`config.mk`:
```
export PLATFORM = sky130hd
export DESIGN_NAME = convclk_selector
export DESIGN_NICKNAME = d
export VERILOG_FILES = /design/src/rtl/convclk_pkg.sv /design/src/rtl/convclk_ext_sync.sv /design/src/rtl/convclk_int_div.sv /design/src/rtl/convclk_step_ctr.sv /design/src/rtl/convclk_mirror.sv /design/src/rtl/convclk_selector.sv
export SDC_FILE = /design/constraint.sdc
export NUM_CORES = 1
export LEC_CHECK = 0
export BUFFER_PORTS_ARGS = -buffer_cell sky130_fd_sc_hd__buf_4
export CAP_MARGIN = 20
export CORE_AREA = 8 8 45 47
export CTS_BUF_LIST = sky130_fd_sc_hd__clkbuf_16
export CTS_CLUSTER_SIZE = 16
export DETAILED_ROUTE_END_ITERATION = 12
export DIE_AREA = 0 0 53 55
export PLACE_DENSITY = 0.74
export SLEW_MARGIN = 20
export SYNTH_ARGS = -nofsm -noshare
export SYNTH_HDL_FRONTEND = slang
export SYNTH_SLANG_ARGS = --single-unit
```
`constraint.sdc`:
```
create_clock -name clk -period 2.8 [get_ports clk]
set_input_delay 0.28 -clock clk [delete_from_list [all_inputs] [get_ports clk]]
set_output_delay 0.28 -clock clk [all_outputs]
set_load 0.02 [all_outputs]
```
`src/rtl/convclk_pkg.sv`:
```
package convclk_pkg;
   typedef enum logic {
      SRC_INTERNAL = 1'b0,
      SRC_EXTERNAL = 1'b1
   } step_src_e;

   function automatic int unsigned cnt_bits(input int unsigned max_val);
      return (max_val < 2) ? 1 : $clog2(max_val + 1);
   endfunction
endpackage

```
`src/rtl/convclk_ext_sync.sv`:
```
module convclk_ext_sync #(
   parameter int SYNC_STAGES = 2
) (
   input  logic clk,
   input  logic rst_n,
   input  logic ext_clk_in,
   output logic ext_rise
);
   logic [SYNC_STAGES:0] stage_q;

   generate
      for (genvar g = 0; g <= SYNC_STAGES; g++) begin : g_stage
         if (g == 0) begin : g_first
            always_ff @(posedge clk or negedge rst_n) begin
               if (!rst_n) stage_q[0] <= 1'b0;
               else        stage_q[0] <= ext_clk_in;
            end
         end else begin : g_next
            always_ff @(posedge clk or negedge rst_n) begin
               if (!rst_n) stage_q[g] <= 1'b0;
               else        stage_q[g] <= stage_q[g-1];
            end
         end
      end
   endgenerate

   assign ext_rise = stage_q[SYNC_STAGES-1] & ~stage_q[SYNC_STAGES];
endmodule

```
`src/rtl/convclk_int_div.sv`:
```
module convclk_int_div #(
   parameter int INT_DIV = 4
) (
   input  logic clk,
   input  logic rst_n,
   input  logic run,
   input  logic restart,
   output logic tick
);
   localparam int DW = convclk_pkg::cnt_bits(INT_DIV - 1);
   localparam logic [DW-1:0] LAST = DW'(INT_DIV - 1);
   localparam bit POW2 = ((INT_DIV & (INT_DIV - 1)) == 0);

   logic [DW-1:0] div_q;
   logic [DW-1:0] div_nxt;

   generate
      if (POW2) begin : g_wrap
         assign div_nxt = div_q + DW'(1);
      end else begin : g_mod
         assign div_nxt = (div_q == LAST) ? '0 : div_q + DW'(1);
      end
   endgenerate

   always_ff @(posedge clk or negedge rst_n) begin
      if (!rst_n)       div_q <= '0;
      else if (restart) div_q <= '0;
      else if (run)     div_q <= div_nxt;
   end

   assign tick = run & (div_q == LAST);
endmodule

```
`src/rtl/convclk_step_ctr.sv`:
```
module convclk_step_ctr
   import convclk_pkg::*;
#(
   parameter int STEPS = 16,
   localparam int CW = cnt_bits(STEPS)
) (
   input  logic          clk,
   input  logic          rst_n,
   input  logic          start_req,
   input  logic          sel_in,
   input  logic          int_tick,
   input  logic          ext_tick,
   output logic          start_acc,
   output logic          busy,
   output logic          step_en,
   output logic          eoc,
   output step_src_e     sel_q,
   output logic [CW-1:0] cnt_q
);
   logic busy_q, eoc_q, last_step;

   assign start_acc = start_req & ~busy_q;
   assign step_en   = busy_q & ((sel_q == SRC_EXTERNAL) ? ext_tick : int_tick);
   assign last_step = step_en & (cnt_q == CW'(STEPS - 1));

   always_ff @(posedge clk or negedge rst_n) begin
      if (!rst_n) begin
         busy_q <= 1'b0;
         cnt_q  <= '0;
         sel_q  <= SRC_INTERNAL;
         eoc_q  <= 1'b0;
      end else begin
         eoc_q <= last_step;
         if (start_acc) begin
            busy_q <= 1'b1;
            cnt_q  <= '0;
            sel_q  <= step_src_e'(sel_in);
         end else if (step_en) begin
            cnt_q <= cnt_q + CW'(1);
            if (last_step) busy_q <= 1'b0;
         end
      end
   end

   assign busy = busy_q;
   assign eoc  = eoc_q;
endmodule

```
`src/rtl/convclk_mirror.sv`:
```
module convclk_mirror #(
   parameter int MIRROR_HI = 2
) (
   input  logic clk,
   input  logic rst_n,
   input  logic step_en,
   input  logic cs_n,
   input  logic rd_n,
   output logic clk_mirror
);
   logic gate_ok, mir_q;

   assign gate_ok = ~cs_n & ~rd_n;

   generate
      if (MIRROR_HI == 1) begin : g_single
         always_ff @(posedge clk or negedge rst_n) begin
            if (!rst_n) mir_q <= 1'b0;
            else        mir_q <= step_en & gate_ok;
         end
      end else begin : g_hold
         localparam int HW = convclk_pkg::cnt_bits(MIRROR_HI - 1);
         logic [HW-1:0] left_q;
         always_ff @(posedge clk or negedge rst_n) begin
            if (!rst_n) begin
               left_q <= '0;
               mir_q  <= 1'b0;
            end else begin
               mir_q <= (step_en | (left_q != '0)) & gate_ok;
               if (step_en)            left_q <= HW'(MIRROR_HI - 1);
               else if (left_q != '0)  left_q <= left_q - HW'(1);
            end
         end
      end
   endgenerate

   assign clk_mirror = mir_q;
endmodule

```
`src/rtl/convclk_selector.sv`:
```
module convclk_selector #(
   parameter int STEPS       = 16,
   parameter int INT_DIV     = 4,
   parameter int MIRROR_HI   = 2,
   parameter int SYNC_STAGES = 2
) (
   input  logic clk,
   input  logic rst_n,
   input  logic conv_start,
   input  logic src_sel,
   input  logic ext_clk_in,
   input  logic cs_n,
   input  logic rd_n,
   output logic busy,
   output logic step_en,
   output logic eoc,
   output logic clk_mirror
);
   localparam int CNT_W = convclk_pkg::cnt_bits(STEPS);

   generate
      if (STEPS < 2)       begin : g_bad_steps $error("STEPS must be at least 2"); end
      if (INT_DIV < 2)     begin : g_bad_div   $error("INT_DIV must be at least 2"); end
      if (MIRROR_HI < 1 || 2 * MIRROR_HI > INT_DIV)
                           begin : g_bad_hi    $error("MIRROR_HI must lie in 1..INT_DIV/2"); end
      if (SYNC_STAGES < 2) begin : g_bad_sync  $error("SYNC_STAGES must be at least 2"); end
   endgenerate

   logic                    ext_tick, int_tick, start_acc;
   logic [CNT_W-1:0]        step_cnt;
   convclk_pkg::step_src_e  sel_q;

   convclk_ext_sync #(.SYNC_STAGES(SYNC_STAGES)) u_sync (
      .clk        (clk),
      .rst_n      (rst_n),
      .ext_clk_in (ext_clk_in),
      .ext_rise   (ext_tick)
   );

   convclk_int_div #(.INT_DIV(INT_DIV)) u_div (
      .clk     (clk),
      .rst_n   (rst_n),
      .run     (busy),
      .restart (start_acc),
      .tick    (int_tick)
   );

   convclk_step_ctr #(.STEPS(STEPS)) u_ctr (
      .clk       (clk),
      .rst_n     (rst_n),
      .start_req (conv_start),
      .sel_in    (src_sel),
      .int_tick  (int_tick),
      .ext_tick  (ext_tick),
      .start_acc (start_acc),
      .busy      (busy),
      .step_en   (step_en),
      .eoc       (eoc),
      .sel_q     (sel_q),
      .cnt_q     (step_cnt)
   );

   convclk_mirror #(.MIRROR_HI(MIRROR_HI)) u_mir (
      .clk        (clk),
      .rst_n      (rst_n),
      .step_en    (step_en),
      .cs_n       (cs_n),
      .rd_n       (rd_n),
      .clk_mirror (clk_mirror)
   );
endmodule

```
* Word level (Yosys, flattened, before mapping) *
Index checks and enable logic that the tools add are counted.

storage, ports and cells
  word-level logic and storage cells = 41
  input port bits = 7
  output and inout port bits = 4
  bits in registers = 15

cells by class
  reductions and logical operators = 4
  equality and inequality tests = 2
  bitwise logic cells = 12
  mux-type cells = 10
  add/subtract/negate cells = 3

operator list
  operator                                                                count
  5-bit 2-to-1 mux                                                        2
  1-bit AND                                                               7
  1-bit 2-to-1 mux                                                        6
  2-bit nonzero test                                                      3
  5-bit by 1-bit adder with 5-bit output (second input constant)          1
  5-bit by 4-bit equality test with 1-bit output (second input constant)  1
  2-bit 2-to-1 mux                                                        2
  1-bit inverter                                                          4
  2-bit by 1-bit adder with 2-bit output (second input constant)          1
  2-bit equality test (second input constant)                             1
  2-bit AND reduction                                                     1
  1-bit OR                                                                1
  1-bit subtractor (second input constant)                                1

* Longest topological paths before layout *
  depth in word-level cells = 8
  depth in mapped cells = 4
  gate-level depth less buffers = 4

* Hierarchy *
A second synthesis with hierarchy kept.

unflattened totals
  cells, all modules = 51
  area total of the unflattened synthesis = 650.6 sq um

by module, submodules not included
  module            cells each  sequential area each (sq um)  times used  area an instance (sq um)
  convclk_step_ctr  35          200.2                         1           401.6
  convclk_int_div   8           50.0                          1           96.3
  convclk_ext_sync  4           75.1                          1           88.8
  convclk_mirror    4           50.0                          1           63.8

* Worst setup path after synthesis *
No wires, ideal clock.

  kind = register to register
  start = reg u_ctr.busy_q (netlist: u_ctr.busy)
  end = reg u_ctr.cnt_q[0]
  data arrival time = 1.125 ns
  library setup time = 0.079 ns
  data required time = 2.721 ns
  period minus slack after synthesis = 1.205 ns
  setup slack = 1.595 ns
  buffers on the path = 0
  stages on the path, launching flop included = 3
  cells stage by stage = dfrtp_1 > a21boi_4 > mux2i_1

between the ends
  longest elaborated chain between the ends = 4
  elaborated cells on any way between the ends = 7
  classes of those cells = mux (2); bitwise (4); reduce/logical (1)

RTL lines
  element                                  RTL line                text
  start, declared                          convclk_step_ctr.sv:20  logic busy_q, eoc_q, last_step;
  start signal, assigned                   convclk_step_ctr.sv:28  busy_q <= 1'b0;
  start signal, assigned                   convclk_step_ctr.sv:35  busy_q <= 1'b1;
  start signal, assigned                   convclk_step_ctr.sv:40  if (last_step) busy_q <= 1'b0;
  1-bit AND                                convclk_int_div.sv:31   assign tick = run & (div_q == LAST);
  1-bit 2-to-1 mux                         convclk_step_ctr.sv:23  assign step_en = busy_q & ((sel_q == SRC_EXTERNAL) ? ext_tick : int_tick);
  1-bit AND (*)                            convclk_step_ctr.sv:23
  net step_en                              convclk_selector.sv:15  output logic step_en,
  2-bit nonzero test (no source line) (*)  -
  end signal, assigned                     convclk_step_ctr.sv:39  cnt_q <= cnt_q + CW'(1);
  end, declared                            convclk_step_ctr.sv:18  output logic [CW-1:0] cnt_q

The timed path passes the listed nets; every way through them passes the cells marked *.
A chain may end at the register's enable or synchronous reset.

* Worst setup path after layout *
  start = reg u_div.div_q[0]
  end = out step_en

between the ends
  longest elaborated chain between the ends = 4

RTL lines
  element                 RTL line                text
  start, declared         convclk_int_div.sv:14   logic [DW-1:0] div_q;
  start signal, assigned  convclk_int_div.sv:28   else if (run) div_q <= div_nxt;
  2-bit equality test     convclk_int_div.sv:31
  1-bit AND               convclk_int_div.sv:31
  1-bit 2-to-1 mux        convclk_step_ctr.sv:23
  1-bit AND               convclk_step_ctr.sv:23
  end, declared           convclk_selector.sv:15

Every way passes these cells.

==> results.json <==
{
  "outcome": "finished clean",
  "synthMuxAreaShare": 0.1122,
  "setup_viol": 0,
  "worst_setup_path_end_kind": "primary output",
  "worstHoldPathCells": 1,
  "synth-simple-area-share": 0.1605,
  "area_growth_syn_to_layout_pct": 28.63,
  "synth_top_family_by_area": "simple AND/OR/NAND/NOR gates",
  "slew_viol_final": 0,
  "final_antenna_net_count": 0,
  "ctsRootBufferMaster": "clkbuf_16",
  "clock_latency_ns": 0.24,
  "cts_setup_buffers": 0,
  "synth_fp_nets": 58,
  "dp_hpwl_um": 795.2,
  "finalHoldViolCount": 0,
  "syn_avg_cell_area_um2": 13.48,
  "relSlewSlack": 0.8169,
  "hold_start": "ext_clk_in",
  "cap_violations": 0,
  "place_ws_ns": 1.440,
  "place.gp.congestion": 0.6964,
  "clock_sinks": 15,
  "total_power_mw": 0.8784,
  "grt_pass1_vias": 433,
  "vias_per_cell": 5.013,
  "synth_compound_area_frac": 0.07737,
  "min_path_type": "input port to flop",
  "drive_above_1_share": 0.3333,
  "vias": 396,
  "grt_pass1_wl_um": 1959,
  "yosys_warnings": 0,
  "grt_overflow": 0,
  "use_met3": 0.02941,
  "drtPass1Iterations": 4,
  "worst_pin_slew_ns": 0.2740,
  "crit_fanout": 8,
  "rrSetupSlack_ns": 1.48,
  "busiest_layer": "met2",
  "h-tree-depth": 1,
  "seq_area_frac_synth": 0.5803,
  "chipWidth_um": 53,
  "grt_start_max_net_pins": 16,
  "cts.clk_slew.worst_paths_ns": 0.05,
  "syn_area_um2": 646.9,
  "fin_hold_ws_ns": 0.1422,
  "drt_iter0_drc": 5,
  "num_rows": 14,
  "ir_drop_mv": 0.6131,
  "io_buffers": 10,
  "final_nets": 74,
  "worstSetupStartpointType": "flop",
  "cts_tree": "done",
  "synth-adder-area-share": 0.05803,
  "start_util": 0.4675,
  "grtUsageMet1": 0.09464,
  "power_per_cell_area_nw_per_um2": 1056,
  "post-route-period-util": 0.5769,
  "die_h_um": 55,
  "period_minus_slack_ns": 1.615,
  "die-area_um2": 2915,
  "r2r_start": "u_ctr.cnt_q[0]",
  "yosys_register_bits": 15,
  "fmax_mhz": 619.1,
  "synth.distinct_cells": 17,
  "grt.met2_usage": 0.1563,
  "antenna_found_initial": 0,
  "diodes": 0,
  "netlist_instances": 48,
  "setup_ws_ns": 1.185,
  "setup_tns_ns": 0,
  "min_to": "u_sync.stage_q[0]",
  "wire_per_inst_um": 14.20,
  "track_usage": 0.09524,
  "worstSetupPathType": "flop to primary output",
  "clockBufferDepth": 2,
  "synth-xor-area-share": 0,
  "cp.arrival_ns": 1.34,
  "cts_made_buffers": 3,
  "fin_skew_ns": 0.003471,
  "drt-total-wl_um": 1122,
  "cts_resized": 0,
  "ios": 11,
  "design.core.area_um2": 1384,
  "r2r-end": "u_ctr.cnt_q[4]",
  "drc": 0,
  "p_leak_nw": 0.4229,
  "rsz0062_at_grt": "no",
  "required_ns": 2.52,
  "rr_worst_depth": 4
}
## Yosys cell counts
cell      count  area [um^2]
inv_1         2        7.510
ha_1          3        37.54
a22o_1        1        8.760
nand2b_4      2        27.53
mux2_2        2        22.52
nand4_1       1        6.260
o21a_1        1        7.510
a21oi_1       3        15.01
mux2i_1       5        50.05
and3_1        1        6.260
nand2b_1      1        6.260
nand3b_4      1        20.02
dfrtp_1      15        375.4
nand2_1       6        22.52
and2_2        1        7.510
a21boi_4      1        18.77
nor2_1        2        7.510
## worst max-delay path, cell delays in order (launching register included)
cell      delay, ns
dfrtp_1        0.35
ha_1           0.20
nand2b_4       0.08
a21boi_4       0.27
buf_4          0.20
## per-stage QoR
step | instance area (um^2) | utilization | std cells
after floorplan | 646.9 | - | 48
after global placement | 742.0 | 0.5362 | 74
after detailed placement | 742.0 | 0.5362 | 74
after CTS | 832.0 | 0.6013 | 79
after global routing | 832.0 | 0.6013 | 79
final | 832.0 | 0.6013 | 79
## cell type report
cell class	count	area (um^2)
fillers	111	551.8
flip-flops and latches	15	375.4
multi-input cells	31	264.0
repair buffers	11	85.08
clock buffers	3	75.07
well taps	16	20.02
inverters	2	7.507
clock inverters	1	5.005
## layout by cell type, fill, tap and decap left out
cell type      instances
nand2_1                6
nand2b_1               1
a21oi_1                3
o21a_1                 1
mux2_2                 2
dlygate4sd3_1          1
inv_1                  2
nand4_1                1
a21boi_4               1
ha_1                   3
clkinv_2               1
buf_4                 10
nor2_1                 2
and2_2                 1
clkbuf_16              3
and3_1                 1
nand3b_4               1
a22o_1                 1
mux2i_1                5
dfrtp_1               15
nand2b_4               2
## repair_timing
| action | in CTS | in global routing |
|---|---|---|
| hold buffers | 1 | 0 |
| endpoints found under the hold margin | 15 | 0 |
| setup endpoints to repair | 0 | 0 |
## power by group
part | internal (mW) | total (mW) | switching (mW)
registers | 0.290 | 0.343 | 0.0534
logic | 0.140 | 0.264 | 0.125
clock network | 0.190 | 0.271 | 0.0808
## per-layer routing
| layer | wire (um) | part of all wire |
|---|---|---|
| met5 | 0 | 0 |
| met4 | 42 | 0.037 |
| met3 | 45 | 0.040 |
| met2 | 562 | 0.50 |
| met1 | 472 | 0.42 |
## flip-flops by register name, indices dropped and copies added (netlist names)
| register | flops |
|---|---|
| u_div.div_q | 2 |
| u_ctr.cnt_q | 5 |
| u_ctr.busy | 1 |
| u_mir.g_hold.left_q | 1 |
| u_ctr.sel_q | 1 |
| u_ctr.eoc | 1 |
| u_sync.stage_q | 3 |
| u_mir.clk_mirror | 1 |
## how the worst max path moves through the flow
| stage | startpoint | end | cells after the start |
|---|---|---|---|
| 6_report | u_div.div_q[0] | step_en | 4 |
| 2_1_floorplan | u_ctr.busy | u_ctr.cnt_q[0] | 2 |
| 5_1_grt | u_div.div_q[0] | step_en | 4 |
| 3_3_place_gp | u_div.div_q[0] | step_en | 4 |
| 3_5_place_dp | u_div.div_q[0] | step_en | 4 |
| 4_1_cts | u_div.div_q[0] | step_en | 4 |
## kinds of logic after synthesis
family | count (synthesis)
muxes | 7
AOI/OAI and AO/OA | 6
DFF | 15
and+or+nand+nor | 15
buffers and inverters | 2
adders and majority gates | 3
No activity file was read; power rests on OpenSTA's default activity.
